--- src/rtl/tca_pkg.sv ---
package tca_pkg;
  function automatic int idx_w(input int n);
    return (n > 1) ? $clog2(n) : 1;
  endfunction
endpackage

--- src/rtl/tca_rr_pick.sv ---
module tca_rr_pick #(
  parameter int N  = 4,
  parameter int IW = 2
) (
  input  logic [N-1:0]  pend,
  input  logic [IW-1:0] last,
  output logic          any,
  output logic [IW-1:0] pick
);
  generate
    if (N == 1) begin : g_single
      assign any  = pend[0];
      assign pick = '0;
    end else begin : g_rr
      // scan from last+N down to last+1; the nearest successor is written last
      always_comb begin
        any  = 1'b0;
        pick = last;
        for (int k = N; k >= 1; k--) begin
          if (pend[(int'(last) + k) % N]) begin
            any  = 1'b1;
            pick = IW'((int'(last) + k) % N);
          end
        end
      end
    end
  endgenerate
endmodule

--- src/rtl/tca_stat_mux.sv ---
module tca_stat_mux #(
  parameter int N  = 4,
  parameter int IW = 2,
  parameter int W  = 16
) (
  input  logic [N*W-1:0] bus,
  input  logic [IW-1:0]  sel,
  output logic [W-1:0]   y
);
  generate
    if (N == 1) begin : g_wire
      assign y = bus;
    end else begin : g_mux
      assign y = bus[int'(sel)*W +: W];
    end
  endgenerate
endmodule

--- src/rtl/tca_cfg_bank.sv ---
module tca_cfg_bank #(
  parameter int N  = 4,
  parameter int IW = 2,
  parameter int CW = 6
) (
  input  logic            clk,
  input  logic            rst,
  input  logic            we,
  input  logic [IW-1:0]   sel,
  input  logic [CW-1:0]   din,
  output logic [N*CW-1:0] cfg,
  output logic [N-1:0]    cfg_we
);
  for (genvar i = 0; i < N; i++) begin : g_core
    logic hit;
    assign hit = we && (int'(sel) == i);
    always_ff @(posedge clk) begin
      if (rst) begin
        cfg[i*CW +: CW] <= '0;
        cfg_we[i]       <= 1'b0;
      end else begin
        cfg_we[i] <= hit;
        if (hit) cfg[i*CW +: CW] <= din;
      end
    end
  end
endmodule

--- src/rtl/tuner_cluster_arbiter.sv ---
module tuner_cluster_arbiter #(
  parameter int NCORES = 4,
  parameter int NSTAT  = 2,
  parameter int STAT_W = 8,
  parameter int CFG_W  = 6
) (
  input  logic                                clk,
  input  logic                                rst,
  input  logic [NCORES-1:0]                   core_req,
  input  logic [NCORES*NSTAT*STAT_W-1:0]      core_stats,
  output logic [NCORES*CFG_W-1:0]             core_cfg,
  output logic [NCORES-1:0]                   core_cfg_we,
  output logic [NCORES-1:0]                   core_grant,
  output logic [NCORES-1:0]                   core_done,
  output logic                                tun_start,
  output logic [tca_pkg::idx_w(NCORES)-1:0]   tun_core_id,
  output logic [NSTAT*STAT_W-1:0]             tun_stats,
  input  logic                                tun_busy,
  input  logic [CFG_W-1:0]                    tun_cfg,
  input  logic                                tun_cfg_we
);
  localparam int IW = tca_pkg::idx_w(NCORES);
  localparam int SW = NSTAT * STAT_W;

  logic [NCORES-1:0] pend;
  logic              active;
  logic              seen;
  logic [IW-1:0]     owner;
  logic              any;
  logic [IW-1:0]     pick;
  logic [IW-1:0]     owner_nx;
  logic [NCORES-1:0] own_oh;
  logic              release_now;
  logic              grant_now;
  logic [SW-1:0]     stat_sel;

  assign own_oh      = NCORES'(1) << owner;
  assign release_now = active && seen && !tun_busy;
  assign grant_now   = !active && any;
  assign owner_nx    = grant_now ? pick : owner;

  tca_rr_pick #(.N(NCORES), .IW(IW)) u_pick (
    .pend(pend), .last(owner), .any(any), .pick(pick)
  );

  tca_stat_mux #(.N(NCORES), .IW(IW), .W(SW)) u_mux (
    .bus(core_stats), .sel(owner_nx), .y(stat_sel)
  );

  tca_cfg_bank #(.N(NCORES), .IW(IW), .CW(CFG_W)) u_bank (
    .clk(clk), .rst(rst), .we(tun_cfg_we && active), .sel(owner),
    .din(tun_cfg), .cfg(core_cfg), .cfg_we(core_cfg_we)
  );

  always_ff @(posedge clk) begin
    if (rst) begin
      pend       <= '0;
      active     <= 1'b0;
      seen       <= 1'b0;
      owner      <= IW'(NCORES - 1);
      core_grant <= '0;
      core_done  <= '0;
      tun_start  <= 1'b0;
      tun_stats  <= '0;
    end else begin
      // owner's own request is masked for the whole grant
      pend      <= (pend | (core_req & ~(active ? own_oh : '0)))
                   & ~(release_now ? own_oh : '0);
      seen      <= active && !release_now && (seen || tun_busy);
      owner     <= owner_nx;
      tun_start <= grant_now;
      tun_stats <= stat_sel;
      core_done <= release_now ? own_oh : '0;
      if (grant_now) begin
        active     <= 1'b1;
        core_grant <= NCORES'(1) << pick;
      end else if (release_now) begin
        active     <= 1'b0;
        core_grant <= '0;
      end
    end
  end

  assign tun_core_id = owner;

  assert_grant_onehot_R4: assert property (@(posedge clk) disable iff (rst)
    $onehot0(core_grant));
  assert_start_pulse_R4: assert property (@(posedge clk) disable iff (rst)
    tun_start |=> !tun_start);
  assert_hold_busy_R5: assert property (@(posedge clk) disable iff (rst)
    ((|core_grant) && tun_busy) |=> $stable(core_grant));
  assert_done_owner_R6: assert property (@(posedge clk) disable iff (rst)
    (|core_done) |-> (core_done == $past(core_grant)));
  assert_done_pulse_R6: assert property (@(posedge clk) disable iff (rst)
    (|core_done) |=> (core_done == '0));
  assert_cfg_target_R8: assert property (@(posedge clk) disable iff (rst)
    (|core_cfg_we) |-> (core_cfg_we == $past(core_grant)));
endmodule

--- config.mk ---
export PLATFORM = sky130hd
export DESIGN_NAME = tuner_cluster_arbiter
export DESIGN_NICKNAME = d
export VERILOG_FILES = /design/src/rtl/tca_pkg.sv /design/src/rtl/tca_rr_pick.sv /design/src/rtl/tca_stat_mux.sv /design/src/rtl/tca_cfg_bank.sv /design/src/rtl/tuner_cluster_arbiter.sv
export SDC_FILE = /design/constraint.sdc
export NUM_CORES = 1
export LEC_CHECK = 0
export BUFFER_PORTS_ARGS = -buffer_cell sky130_fd_sc_hd__buf_2
export CAP_MARGIN = 10
export CORE_ASPECT_RATIO = 0.6
export CORE_MARGIN = 2
export CORE_UTILIZATION = 45
export CTS_CLUSTER_SIZE = 25
export DETAILED_ROUTE_END_ITERATION = 8
export HOLD_SLACK_MARGIN = 0.03
export MAX_ROUTING_LAYER = met4
export PLACE_DENSITY = 0.84
export SLEW_MARGIN = 0
export SYNTH_ARGS = -nofsm -noshare
export SYNTH_HDL_FRONTEND = slang
export SYNTH_SLANG_ARGS = --single-unit
export TNS_END_PERCENT = 1
--- constraint.sdc ---
create_clock -name clk -period 3.17 [get_ports clk]
set_input_delay 0.1585 -clock clk [delete_from_list [all_inputs] [get_ports clk]]
set_output_delay 0.1585 -clock clk [all_outputs]
set_load 0.02 [all_outputs]
After elaboration in Yosys (flattened, before gate mapping)
Cells that the tools add are included.

storage, ports and cells
  register bits = 61
  input port bits = 78
  output and inout port bits = 55
  logic and storage cells = 86

cells by class
  add/sub/neg operators = 4
  magnitude comparators = 4
  equality and inequality tests = 3
  shifts and indexed selects = 3
  multiplexer cells = 27
  bitwise operators = 9
  reduce and logical (&&, ||, !) cells = 20

operators by type and width
  operator                                                                number
  64-bit by 7-bit variable part select with 16-bit output                 1
  3-bit by 4-bit < comparator with 1-bit output (second input constant)   4
  4-bit two-way mux                                                       4
  1-bit two-way mux                                                       14
  1-bit logical AND                                                       10
  2-bit two-way mux                                                       5
  4-bit AND                                                               2
  1-bit binary-select mux with 2-bit select                               4
  4-bit inverter                                                          2
  2-bit OR reduction                                                      4
  1-bit by 2-bit left shift with 4-bit output (first input constant)      2
  2-bit by 1-bit adder with 2-bit output (second input constant)          2
  2-bit adder (second input constant)                                     2
  1-bit AND (first input constant)                                        4
  2-bit equality test (second input constant)                             2
  4-bit bitwise OR                                                        1
  1-bit zero test                                                         3
  2-bit by 1-bit equality test with 1-bit output (second input constant)  1
  2-bit zero test                                                         1
  2-bit nonzero test                                                      1
  1-bit logical OR                                                        1

Logic depth before layout (Yosys ltp)
Gate-level depths: netlist of run 1.

  depth after elaboration = 13
  mapped depth = 11
  gate-level depth less buffers = 8

Cells and area by module
Synthesis of run 1 repeated with hierarchy kept, for this count alone.

unflattened totals
  cells, all modules = 239
  area total of the unflattened synthesis = 2,715.1 um^2

by module, submodules not included
  module                 instances  cells an instance  area each (um^2)  seq. area each (um^2)
  tca_cfg_bank           1          100                1,123.6           560.5
  tuner_cluster_arbiter  1          105                1,084.8           660.6
  tca_stat_mux           1          20                 424.2             0.0
  tca_rr_pick            1          14                 82.6              0.0

Least setup slack after synthesis of run 1
OpenSTA, ideal clock, no wires.

  kind = register -> register
  start point = register owner[0], in the netlist tun_core_id[0]
  end point = register tun_stats[10]
  setup time = 0.134 ns
  arrival time = 2.449 ns
  data required time = 3.036 ns
  setup slack = 0.588 ns
  cell stages (with the launch flop) = 11
  buffers on the path = 2
  clock period less this slack = 2.582 ns
  path through = dfxtp_1 -> buf_6 -> inv_1 -> ha_1 -> mux4_2 -> nor2b_4 -> o21ai_2 -> xnor2_4 -> buf_6 -> mux2i_1 -> o22ai_1

on the way
  cells in the longest elaborated chain, start to end = 11
  elaborated cells between the ends (all ways) = 27
  classes of those cells = 4 x add/sub; 1 x shift; 21 x mux; 1 x reduce/logical

RTL lines
  element                                                    RTL line                              source
  start: declaration                                         tuner_cluster_arbiter.sv:28           logic [IW-1:0] owner;
  start signal: assignment                                   tuner_cluster_arbiter.sv:60           owner <= IW'(NCORES - 1);
  start signal: assignment                                   tuner_cluster_arbiter.sv:70           owner <= owner_nx;
  2-bit by 1-bit adder with 2-bit output                     tca_rr_pick.sv:20, tca_rr_pick.sv:22
  1-bit binary-select mux with 2-bit select                  tca_rr_pick.sv:20                     if (pend[(int'(last) + k) % N]) begin
  1-bit two-way mux (not written as such) (2 in series)      tca_rr_pick.sv:20
  1-bit two-way mux (4 in series)                            tca_rr_pick.sv:20
  1-bit logical AND                                          tuner_cluster_arbiter.sv:39           assign grant_now = !active && any;
  2-bit two-way mux *                                        tuner_cluster_arbiter.sv:40           assign owner_nx = grant_now ? pick : owner;
  64-bit by 7-bit variable part select with 16-bit output *  tca_stat_mux.sv:14                    assign y = bus[int'(sel)*W +: W];
  end signal: assignment                                     tuner_cluster_arbiter.sv:72           tun_stats <= stat_sel;
  end: declaration                                           tuner_cluster_arbiter.sv:17           output logic [NSTAT*STAT_W-1:0] tun_stats,

Mark *: on every way between the ends. The rest lies on a longest branch, timed or not. The select of a mux whose other input is x is not followed.
A chain may end at the register's enable or synchronous reset.

Worst setup path after layout of run 1
  start point = register owner[0], in the netlist tun_core_id[0]
  end point = register tun_stats[2]

Same word-level chain as after synthesis.

==> qor.txt, run 1 <==
Final Util: 62.3%
Endpoints failing setup: 0
Mapped Nets: 332
CTS clock-pin slew for the worst setup and hold paths: 0.07 ns
Routed WL per cell: 14.1 um
Min-delay worst type: in -> reg
Clock Skew: 0.00634 ns
Initial antenna violation count: 0
Share of cells above drive strength 1: 40.6%
TritonCTS clock tree: yes
Clk sink count: 61
Design area: 0.00347 mm2
DRT Pass-1 Iters: 4
Flop-to-flop setup slack: 0.32 ns
Post-CTS Setup Inserts: 0
Worst Max-Slew Pin Slew: 0.693 ns
H-tree depth: 3
Total Negative Setup Slacks: 0 ns
Initial DRC count: 132
Commonest non-fill, non-tap cell in the layout: buf_2
DRC: 0
Final Worst Setup Slack: 0.323 ns
Cell Pwr Density: 864 mW/mm2
PortBufs: 132
Status: completed
Post-route insts no fill: 464
Antenna viol nets, final: 0
Top cell family by delay on the critical path: simple AND/OR/NAND/NOR gates
CP Launch Type: flop
Clk buf depth: 2
Crit Path Class: reg -> reg
Worst-case reg-to-reg path depth: 8
Initial Util: 46.5%
Worst setup EP type: flop
P&R area growth vs syn: 33.9%
Antenna Cells: 0
Top Ports: 133
CP bufs+invs: 1
Critical Path Fanout Max: 16
Final nets: 462
Final Hold Viols: 0
Rel. slew slack: 53.6%
Largest stage delay, worst path: 0.55 ns
First-pass GRT wire length: 10.3 mm
Asr flop ratio synth: 0%
Worst hold slack: 0.0694 ns
Synth Instances: 250
Worst Path Required: 3.39 ns
Max-Cap Viols: 0
Place WS: 0.357 ns
Vias in the first global route: 2178
Post-DP HPWL: 4.96 mm
Num rows: 21
Pin count of the biggest net entering global routing: 44
Critical R2R Capture: tun_stats[2]$_SDFF_PP0_
Unique masters post-synth: 31
Post-synth EDFFs: 0
Syn avg cell area: 10.4 um2
Prevailing post-synth register cell: dfxtp_1
CP Data Arrival Time: 3.07 ns
CTS Hold Bufs: 0
Setup crit end: tun_stats[2]$_SDFF_PP0_
Mapped cell area: 0.00259 mm2
CORE AREA: 0.00557 mm2
Leading cell types in the layout, fill and taps excluded: buf_2, dfxtp_1, mux2i_1
Via count: 2305
Dpl cells: 449
RSZ-0062 raised after global routing: no
CTS Buf Count: 9
Pleak: 1.83 nW
Placer Congestion: 0.856
Filler instances: 518
Die area: 0.00640 mm2
Post-CTS Resized: 0
Flops & latches, synth: 61
Worst-skew pair later-pin latency: 0.33 ns
Global route total overflow: 0
Worst setup startpoint: tun_core_id[0]$_SDFF_PP1_
CP max-delay cell: dfxtp_1
Period utilization: 89.8%
Critical Path, Cell by Cell: inv_1, ha_1, nand2_1, a211o_1, o311ai_0, nand2b_1, nand3b_1, o22ai_1
Die W: 102 um
Hold Crit Depth: 3
Reg2reg start: tun_core_id[0]$_SDFF_PP1_
Max Clk Rate: 351 MHz
Number of cells on the critical path: 8
VDD IR max: 0.563 mV
Sequential share of the synthesized area: 47.1%
Root buf cell: clkbuf_8
Fin crit period: 2.85 ns
Final WL: 6.55 mm
Placed Area: 0.00329 mm2
Total track usage: 20.9%
Die Y: 62.8 um
Tot Pwr: 3.00 mW
Vias per cell: 4.97
Final Max Tran Viols: 0
Ys Warns: 0
-- registers in the layout (all words and copies together), names as in the netlist --
name and count:
seen 1, tun_core_id 2, tun_start 1, u_bank.cfg_we 4, active 1, core_grant 4, pend 4, core_done 4
tun_stats 16, u_bank.cfg 24
-- layer usage --
| metal | up-vias | global-route usage (%) | routed length, um |
|---|---|---|---|
| li1 | 1150 | - | - |
| met1 | 1083 | 27.0 | 2930 |
| met2 | 64 | 31.3 | 3170 |
| met3 | 8 | 7.16 | 366 |
| met4 | 0 | 6.00 | 83 |
| met5 | - | - | 0 |
-- report_power, final --
group	internal, mW	switching [mW]	total, mW
Combinational	0.602	0.756	1.36
Sequential	0.922	0.0849	1.01
Clock	0.354	0.280	0.634
-- synthesized netlist by cell type, types with 2 or more instances --
cell / instances / area, um2
buf_2: 2 / 10.0
nor2_1: 37 / 139
a21oi_1: 10 / 50.1
clkbuf_1: 8 / 30.0
and2_1: 4 / 25.0
dfxtp_1: 61 / 1220
o22ai_1: 17 / 106
mux2i_1: 56 / 561
nand2b_1: 2 / 12.5
a211oi_1: 4 / 30.0
inv_1: 3 / 11.3
nand3_1: 9 / 45.0
nand2_1: 8 / 30.0
buf_6: 4 / 45.0
mux4_2: 3 / 67.6
or3b_1: 2 / 17.5
o21ai_0: 3 / 15.0
ha_1: 4 / 50.1
-- area by class of cell --
type | count | area, um2 | share of cell area (%)
sequential | 61 | 1220 | 35.2
clock inverter | 5 | 52.6 | 1.51
tap | 80 | 100 | 2.88
clock buffer | 10 | 128 | 3.68
timing repair buffer | 134 | 688 | 19.8
multi-input combinational | 171 | 1270 | 36.6
inverter | 3 | 11.3 | 0.324
-- cell families (layout without fill, tap and decap cells) --
logic type	count (synthesis)	count (layout)	share of synthesized area, %
AO/OA/AOI/OAI	39	39	9.36
flip-flops	61	61	47.1
adder cells (fa/ha/maj)	4	4	1.93
buffers and inverters	18	152	3.86
AND/OR/NAND/NOR	66	66	11.7
XOR/XNOR	2	2	1.40
multiplexers	60	60	24.7
-- tightest hold or removal path: stages --
cell     delay, ns
buf_2         0.11
nand2_1       0.06
nor2_1        0.03
-- worst min path at each step --
| stage | start | end | slack [ns] |
|---|---|---|---|
| floorplan | tun_busy | seen$_SDFF_PP0_ | 0.28 |
| global placement | tun_busy | seen$_SDFF_PP0_ | 0.40 |
| detailed placement | tun_busy | seen$_SDFF_PP0_ | 0.41 |
| CTS | tun_busy | seen$_SDFF_PP0_ | 0.05 |
| global route | tun_busy | seen$_SDFF_PP0_ | 0.06 |
| finish | tun_busy | seen$_SDFF_PP0_ | 0.07 |
(Power assumes the default switching activity.)
==> inputs of run 2 (changes only) <==
--- a/config.mk
+++ b/config.mk
@@ -5,6 +5,7 @@
 export SDC_FILE = /design/constraint.sdc
 export NUM_CORES = 1
 export LEC_CHECK = 0
+export ABC_AREA = 1
 export BUFFER_PORTS_ARGS = -buffer_cell sky130_fd_sc_hd__buf_2
 export CAP_MARGIN = 10
 export CORE_ASPECT_RATIO = 0.6
@@ -12,9 +13,10 @@
 export CORE_UTILIZATION = 45
 export CTS_CLUSTER_SIZE = 25
 export DETAILED_ROUTE_END_ITERATION = 8
+export GPL_TIMING_DRIVEN = 0
 export HOLD_SLACK_MARGIN = 0.03
 export MAX_ROUTING_LAYER = met4
-export PLACE_DENSITY = 0.84
+export PLACE_DENSITY = 0.83
 export SLEW_MARGIN = 0
 export SYNTH_ARGS = -nofsm -noshare
 export SYNTH_HDL_FRONTEND = slang
==> qor.txt, run 2 <==
CP max-delay cell: dfxtp_1
Pin count of the biggest net entering global routing: 12 (-73%)
Clk buf depth: 2 (unchanged)
Largest Register: u_bank.cfg
RSZ-0062 raised after global routing: no
Status: completed
Initial antenna violation count: 0 (unchanged)
DRT Pass-1 Iters: 4 (unchanged)
Post-synth top area share: 43.6% (-3.5 points)
Total Negative Setup Slacks: 0 ns (unchanged)
CTS Buf Count: 9 (unchanged)
CTS Hold Bufs: 0 (unchanged)
H-tree depth: 3 (unchanged)
Post-CTS Resized: 0 (unchanged)
Root buf cell: clkbuf_8
Flops & latches, synth: 61 (unchanged)
Unique masters post-synth: 24 (-23%)
Pleak: 1.99 nW (+8.9%)
Critical Path Fanout Max: 11 (-5)
Syn avg cell area: 7.04 um2 (-32%)
CP Launch Type: flop
Initial Util: 46.3% (-0.28 points)
Post-synth top cells: nand2_1, inv_1, dfxtp_1
Critical Path, Cell by Cell: inv_2, ha_1, inv_1, nand2_1, nand2_1, nand2_1, nand2_1, nand2_1, nand3_2, clkbuf_1, nand3b_1, nand3_1, a21oi_1
Largest regs: u_bank.cfg: 24 flops, tun_stats: 16 flops
Share of cells above drive strength 1: 30.0% (-11 points)
Final WL: 7.50 mm (+14%)
Vias in the first global route: 2795 (+28%)
Prevailing post-synth register cell: dfxtp_1
Worst-skew pair later-pin latency: 0.32 ns (about the same)
Mapped Nets: 480 (+45%)
Max reg flops: 24 (unchanged)
Endpoints failing setup: 0 (unchanged)
Post-CTS Setup Inserts: 0 (unchanged)
Initial DRC count: 118 (-11%)
Routed WL per cell: 11.9 um (-15%)
Placer Congestion: 0.853 (-0.33%)
Die W: 106 um (+3.8%)
Die area: 0.00689 mm2 (+7.6%)
CTS clock-pin slew for the worst setup and hold paths: 0.06 ns (about the same)
Largest stage delay, worst path: 0.55 ns (about the same)
Fin crit period: 2.45 ns (-0.399 ns)
Most common cell in the netlist: nand2_1
Max-Cap Viols: 0 (unchanged)
DRC: 0 (unchanged)
Top Ports: 133 (unchanged)
Sequential share of the synthesized area: 43.6% (-3.5 points)
P&R area growth vs syn: 33.8%
Worst Max-Slew Pin Slew: 0.481 ns (-0.212 ns)
Clk sink count: 61 (unchanged)
Synth area leader: dfxtp_1
Synth Instances: 398 (+59%)
Antenna Cells: 0 (unchanged)
Post-DP HPWL: 6.03 mm (+22%)
Min-delay worst type: in -> reg
Crit Path Class: reg -> reg
Num rows: 22 (+4.8%)
Period utilization: 77.2% (-13 points)
Rel. slew slack: 67.9% (+14 points)
Leading cell types in the layout, fill and taps excluded: buf_2, nand2_1, inv_1
Most common cell type on the critical path: nand2_1
Cell Pwr Density: 920 mW/mm2 (+6.6%)
Tot Pwr: 3.45 mW (+15%)
CP Data Arrival Time: 2.62 ns (-0.45 ns)
Vias per cell: 4.75 (-4.4%)
Antenna viol nets, final: 0 (unchanged)
VDD IR max: 0.479 mV (-15%)
Top cells by area, synth: dfxtp_1, nand2_1, inv_1, a21oi_1, nand3_1
Post-synth EDFFs: 0 (unchanged)
Asr flop ratio synth: 0% (unchanged)
CORE AREA: 0.00606 mm2 (+8.7%)
Global route total overflow: 0 (unchanged)
Worst Path Required: 3.35 ns (-0.04 ns)
Die Y: 65.1 um (+3.7%)
Commonest non-fill, non-tap cell in the layout: buf_2
First-pass GRT wire length: 12.5 mm (+22%)
Mapped cell area: 0.00280 mm2 (+8.1%)
Worst setup EP type: flop
Final nets: 622 (+35%)
Total track usage: 23.4% (+2.5 points)
PortBufs: 131 (-0.76%)
Max Clk Rate: 409 MHz (+16%)
Final Max Tran Viols: 0 (unchanged)
Via count: 2982 (+29%)
Clock Skew: 0.00922 ns (+0.00288 ns)
Final Hold Viols: 0 (unchanged)
TritonCTS clock tree: yes
Ys Warns: 0 (unchanged)
[run 2: cell count changes in the layout (fill, tap and decap cells not counted), moves of 17 or more]
cell,change
inv_1,+75
o22ai_1,-17
a21oi_1,+31
o21ai_0,+22
nand3_1,+21
nand2_1,+80
nor2_1,-21
o211ai_1,+18
mux2i_1,-56
[run 2: routing by layer]
metal	share of wire [%]	wire [um]	global-route usage, %	up-vias
met5	0	0	-	-
met4	1.1	85	6.91	0
met3	5.5	409	4.96	9
met2	44	3290	36.1	88
met1	50	3710	31.4	1350
li1	-	-	-	1535
[run 2: cell type report]
cell class	count	area, um2
Inverter	80	300
Clock buffer	12	165
Sequential cell	61	1220
Multi-Input combinational cell	239	1200
Clock inverter	3	20.0
Fill cell	564	2310
Tap cell	84	105
Timing Repair Buffer	131	656
Buffer	18	83.8
[run 2: final timing paths]
path | end | slack, ns | cells past startpoint | startpoint
worst max register to register | tun_stats[5]$_SDFF_PP0_ | 0.72 | 13 | tun_core_id[0]$_SDFF_PP1_
worst min register to register | u_bank.cfg[1]$_SDFFE_PP0P_ | 0.44 | 2 | u_bank.cfg[1]$_SDFFE_PP0P_
worst min-delay path | seen$_SDFF_PP0_ | 0.08 | 3 | tun_busy
worst max-delay path | tun_stats[5]$_SDFF_PP0_ | 0.72 | 13 | tun_core_id[0]$_SDFF_PP1_
[run 2: per-stage QoR]
stage               hold WS (ns)  utilization, %  worst slack, ns  cell area, um2  cells
global placement           0.392            58.8            0.832            3560    613
global route              0.0949            61.9            0.473            3750    628
CTS                       0.0712            61.9            0.731            3750    628
floorplan                  0.281               -             1.01            2800    398
finish                    0.0834            61.9            0.722            3750    628
detailed placement         0.405            58.8            0.741            3560    613
[run 2: critical path, delay by kind of cell (launching register included)]
kind            cells  cell delay [ns]
compound gates      1             0.07
fa+ha+maj           1             0.35
buf+inv             3             0.59
flops               1             0.55
simple gates        8             0.75
[run 2: cells by family after synthesis]
group	Yosys count	synth area share, %
compound gates	88	18.0
fa+ha+maj	4	1.79
buf+inv	98	13.7
flops	61	43.6
simple gates	147	22.9
[run 2: report_power, final]
part	leakage, nW	total [mW]	internal [mW]	switching [mW]
logic	1.40	1.79	0.606	1.18
registers	0.500	1.03	0.942	0.0907
clock network	0.0905	0.625	0.342	0.283
==> inputs of run 3 (changes only) <==
--- a/config.mk
+++ b/config.mk
@@ -10,13 +10,13 @@
 export CAP_MARGIN = 10
 export CORE_ASPECT_RATIO = 0.6
 export CORE_MARGIN = 2
-export CORE_UTILIZATION = 45
+export CORE_UTILIZATION = 42
 export CTS_CLUSTER_SIZE = 25
 export DETAILED_ROUTE_END_ITERATION = 8
 export GPL_TIMING_DRIVEN = 0
 export HOLD_SLACK_MARGIN = 0.03
 export MAX_ROUTING_LAYER = met4
-export PLACE_DENSITY = 0.83
+export PLACE_DENSITY = 0.81
 export SLEW_MARGIN = 0
 export SYNTH_ARGS = -nofsm -noshare
 export SYNTH_HDL_FRONTEND = slang
==> constraint.sdc (replaced) <==
create_clock -name clk -period 2 [get_ports clk]
set_input_delay 0.1 -clock clk [delete_from_list [all_inputs] [get_ports clk]]
set_output_delay 0.1 -clock clk [all_outputs]
set_load 0.02 [all_outputs]
==> qor.txt, run 3 (same netlist as run 2, synthesis figures left out) <==
Final Hold Viols: 0 (unchanged)
Final Worst Setup Slack: 0.0530 ns (-0.669 ns)
Filler instances: 517 (-8.3%)
Initial Util: 44.6% (-1.6 points)
CORE AREA: 0.00628 mm2 (+3.6%)
Worst Max-Slew Pin Slew: 0.720 ns (+0.239 ns)
Status: completed
Worst-case reg-to-reg path depth: 11 (-2)
Endpoints failing setup: 0 (unchanged)
VDD IR max: 0.728 mV (+52%)
Worst Path Required: 2.26 ns (-1.09 ns)
H-tree depth: 3 (unchanged)
Clk buf depth: 2 (unchanged)
Die area: 0.00736 mm2 (+6.8%)
Final Max Tran Viols: 0 (unchanged)
Max-Cap Viols: 0 (unchanged)
CTS clock-pin slew for the worst setup and hold paths: 0.06 ns (about the same)
CP max-delay cell: dfxtp_4
Max reg flops: 24 (unchanged)
Initial DRC count: 272 (+130%)
Worst setup EP type: flop
Die W: 109 um (+3.4%)
Routed WL per cell: 13.7 um (+15%)
Largest Register: u_bank.cfg
Initial antenna violation count: 0 (unchanged)
Share of cells above drive strength 1: 33.0% (+3.0 points)
Critical Path Fanout Max: 10 (-1)
Min-delay worst type: in -> reg
Top Ports: 133 (unchanged)
Placer Congestion: 0.850 (-0.34%)
Place WS: -0.292 ns (-1.03 ns)
Top cell family by delay on the critical path: compound AO/OA/AOI/OAI gates
Post-DP HPWL: 6.25 mm (+3.7%)
P&R area growth vs syn: 49.8%
CP bufs+invs: 3 (unchanged)
PortBufs: 131 (unchanged)
Antenna viol nets, final: 0 (unchanged)
Vias per cell: 4.83 (+1.8%)
Critical R2R Capture: tun_stats[8]$_SDFF_PP0_
CP Launch Type: flop
Final WL: 9.05 mm (+21%)
RSZ-0062 raised after global routing: yes
Fin crit period: 1.95 ns (-0.501 ns)
CTS Buf Count: 9 (unchanged)
Hold Crit Depth: 3 (unchanged)
Critical Path, Cell by Cell: buf_4, o21ai_2, nor2_1, a21oi_4, inv_2, nand2_4, nand2_8, buf_8, nand2_1, nand3_2, a21oi_2
Die Y: 67.3 um (+3.3%)
Largest stage delay, worst path: 0.38 ns (-0.17 ns)
Pleak: 2.17 nW (+9.0%)
Max Clk Rate: 514 MHz (+26%)
Clock Skew: 0.00627 ns (-0.00295 ns)
Reg2reg start: tun_core_id[0]$_SDFF_PP1_
Cell Pwr Density: 1540 mW/mm2 (+67%)
Commonest non-fill, non-tap cell in the layout: buf_2
Leading cell types in the layout, fill and taps excluded: buf_2, nand2_1, inv_1
Hold wc startpoint: core_req[3]
First-pass GRT wire length: 14.2 mm (+14%)
Antenna Cells: 0 (unchanged)
Vias in the first global route: 3086 (+10%)
DRT Pass-1 Iters: 4 (unchanged)
Period utilization: 97.3% (+20 points)
Clk sink count: 61 (unchanged)
Root buf cell: clkbuf_8
Pin count of the biggest net entering global routing: 11 (-1)
Rel. slew slack: 52.0% (-16 points)
Via count: 3190 (+7.0%)
Crit Path Class: reg -> reg
Worst-skew pair later-pin latency: 0.33 ns (about the same)
Largest regs: u_bank.cfg: 24 flops, tun_stats: 16 flops
Final Util: 66.9% (+5.0 points)
Num rows: 22 (unchanged)
Worst hold path endpoint: pend[3]$_SDFF_PP0_
TritonCTS clock tree: yes
CP Data Arrival Time: 2.20 ns (-0.42 ns)
DRC: 0 (unchanged)
Final nets: 654 (+5.1%)
Flop-to-flop setup slack: 0.05 ns (-0.67 ns)
Global route total overflow: 0 (unchanged)
Total track usage: 26.3% (+2.9 points)
## run 3: layer usage
metal / track usage [%] / wire length, um / up-vias
li1: - / - / 1602
met1: 31.8 / 3880 / 1445
met2: 42.1 / 4390 / 127
met3: 7.14 / 647 / 16
met4: 10.4 / 129 / 0
met5: - / 0 / -
## run 3: layout make-up
class / count / area [um2] / area share [%]
plain buffers: 18 / 124 / 2.95
clock buffers: 11 / 151 / 3.61
clock inverters: 4 / 47.5 / 1.13
inverters: 80 / 305 / 7.27
multi-input cells: 240 / 1300 / 30.9
flip-flops and latches: 61 / 1230 / 29.3
well taps: 84 / 105 / 2.50
repair buffers: 162 / 938 / 22.4
## run 3: worst min-delay path, delay by kind of cell
kind / cells / cell delay [ns]
compound gates: 1 / 0.05
buf+inv: 1 / 0.09
simple gates: 1 / 0.10
## run 3: power breakdown
group          internal, mW  switching (mW)
combinational          1.45            2.28
sequential             1.50           0.123
clock                 0.632           0.465
total                  3.58            2.87
## run 3: per-stage QoR
stage | power [mW] | area [um2] | cells | hold WS (ns) | setup TNS [ns]
CTS | 6.12 | 4120 | 657 | 0.0352 | 0
global route | 6.91 | 4200 | 660 | 0.0326 | -0.881
detailed placement | 4.51 | 3560 | 613 | 0.345 | -4.72
finish | 6.46 | 4200 | 660 | 0.0493 | 0
floorplan | 3.71 | 2800 | 398 | 0.223 | 0
global placement | 4.42 | 3560 | 613 | 0.335 | -3.01
## run 3: worst max-delay path by stage
stage / startpoint / to / slack, ns / cells past startpoint
finish: tun_core_id[0]$_SDFF_PP1_ / tun_stats[8]$_SDFF_PP0_ / 0.05 / 11
global route: tun_core_id[0]$_SDFF_PP1_ / tun_stats[11]$_SDFF_PP0_ / -0.09 / 14
CTS: tun_core_id[0]$_SDFF_PP1_ / tun_stats[8]$_SDFF_PP0_ / 0.001 / 10
detailed placement: tun_core_id[0]$_SDFF_PP1_ / tun_stats[15]$_SDFF_PP0_ / -0.29 / 13
global placement: tun_core_id[0]$_SDFF_PP1_ / tun_stats[5]$_SDFF_PP0_ / -0.19 / 13
floorplan: tun_core_id[0]$_SDFF_PP1_ / tun_stats[0]$_SDFF_PP0_ / 0.003 / 13
## run 3: what timing repair did
| item | 4_1_cts | 5_1_grt |
|---|---|---|
| hold buffers | 20 | 0 |
| gates cloned | 1 | 0 |
| endpoints found under the setup margin | 20 | 17 |
| hold endpoints to repair | 12 | 0 |
| setup buffers | 8 | 3 |
| gates resized for setup | 22 | 17 |
| pin swaps | 5 | 5 |
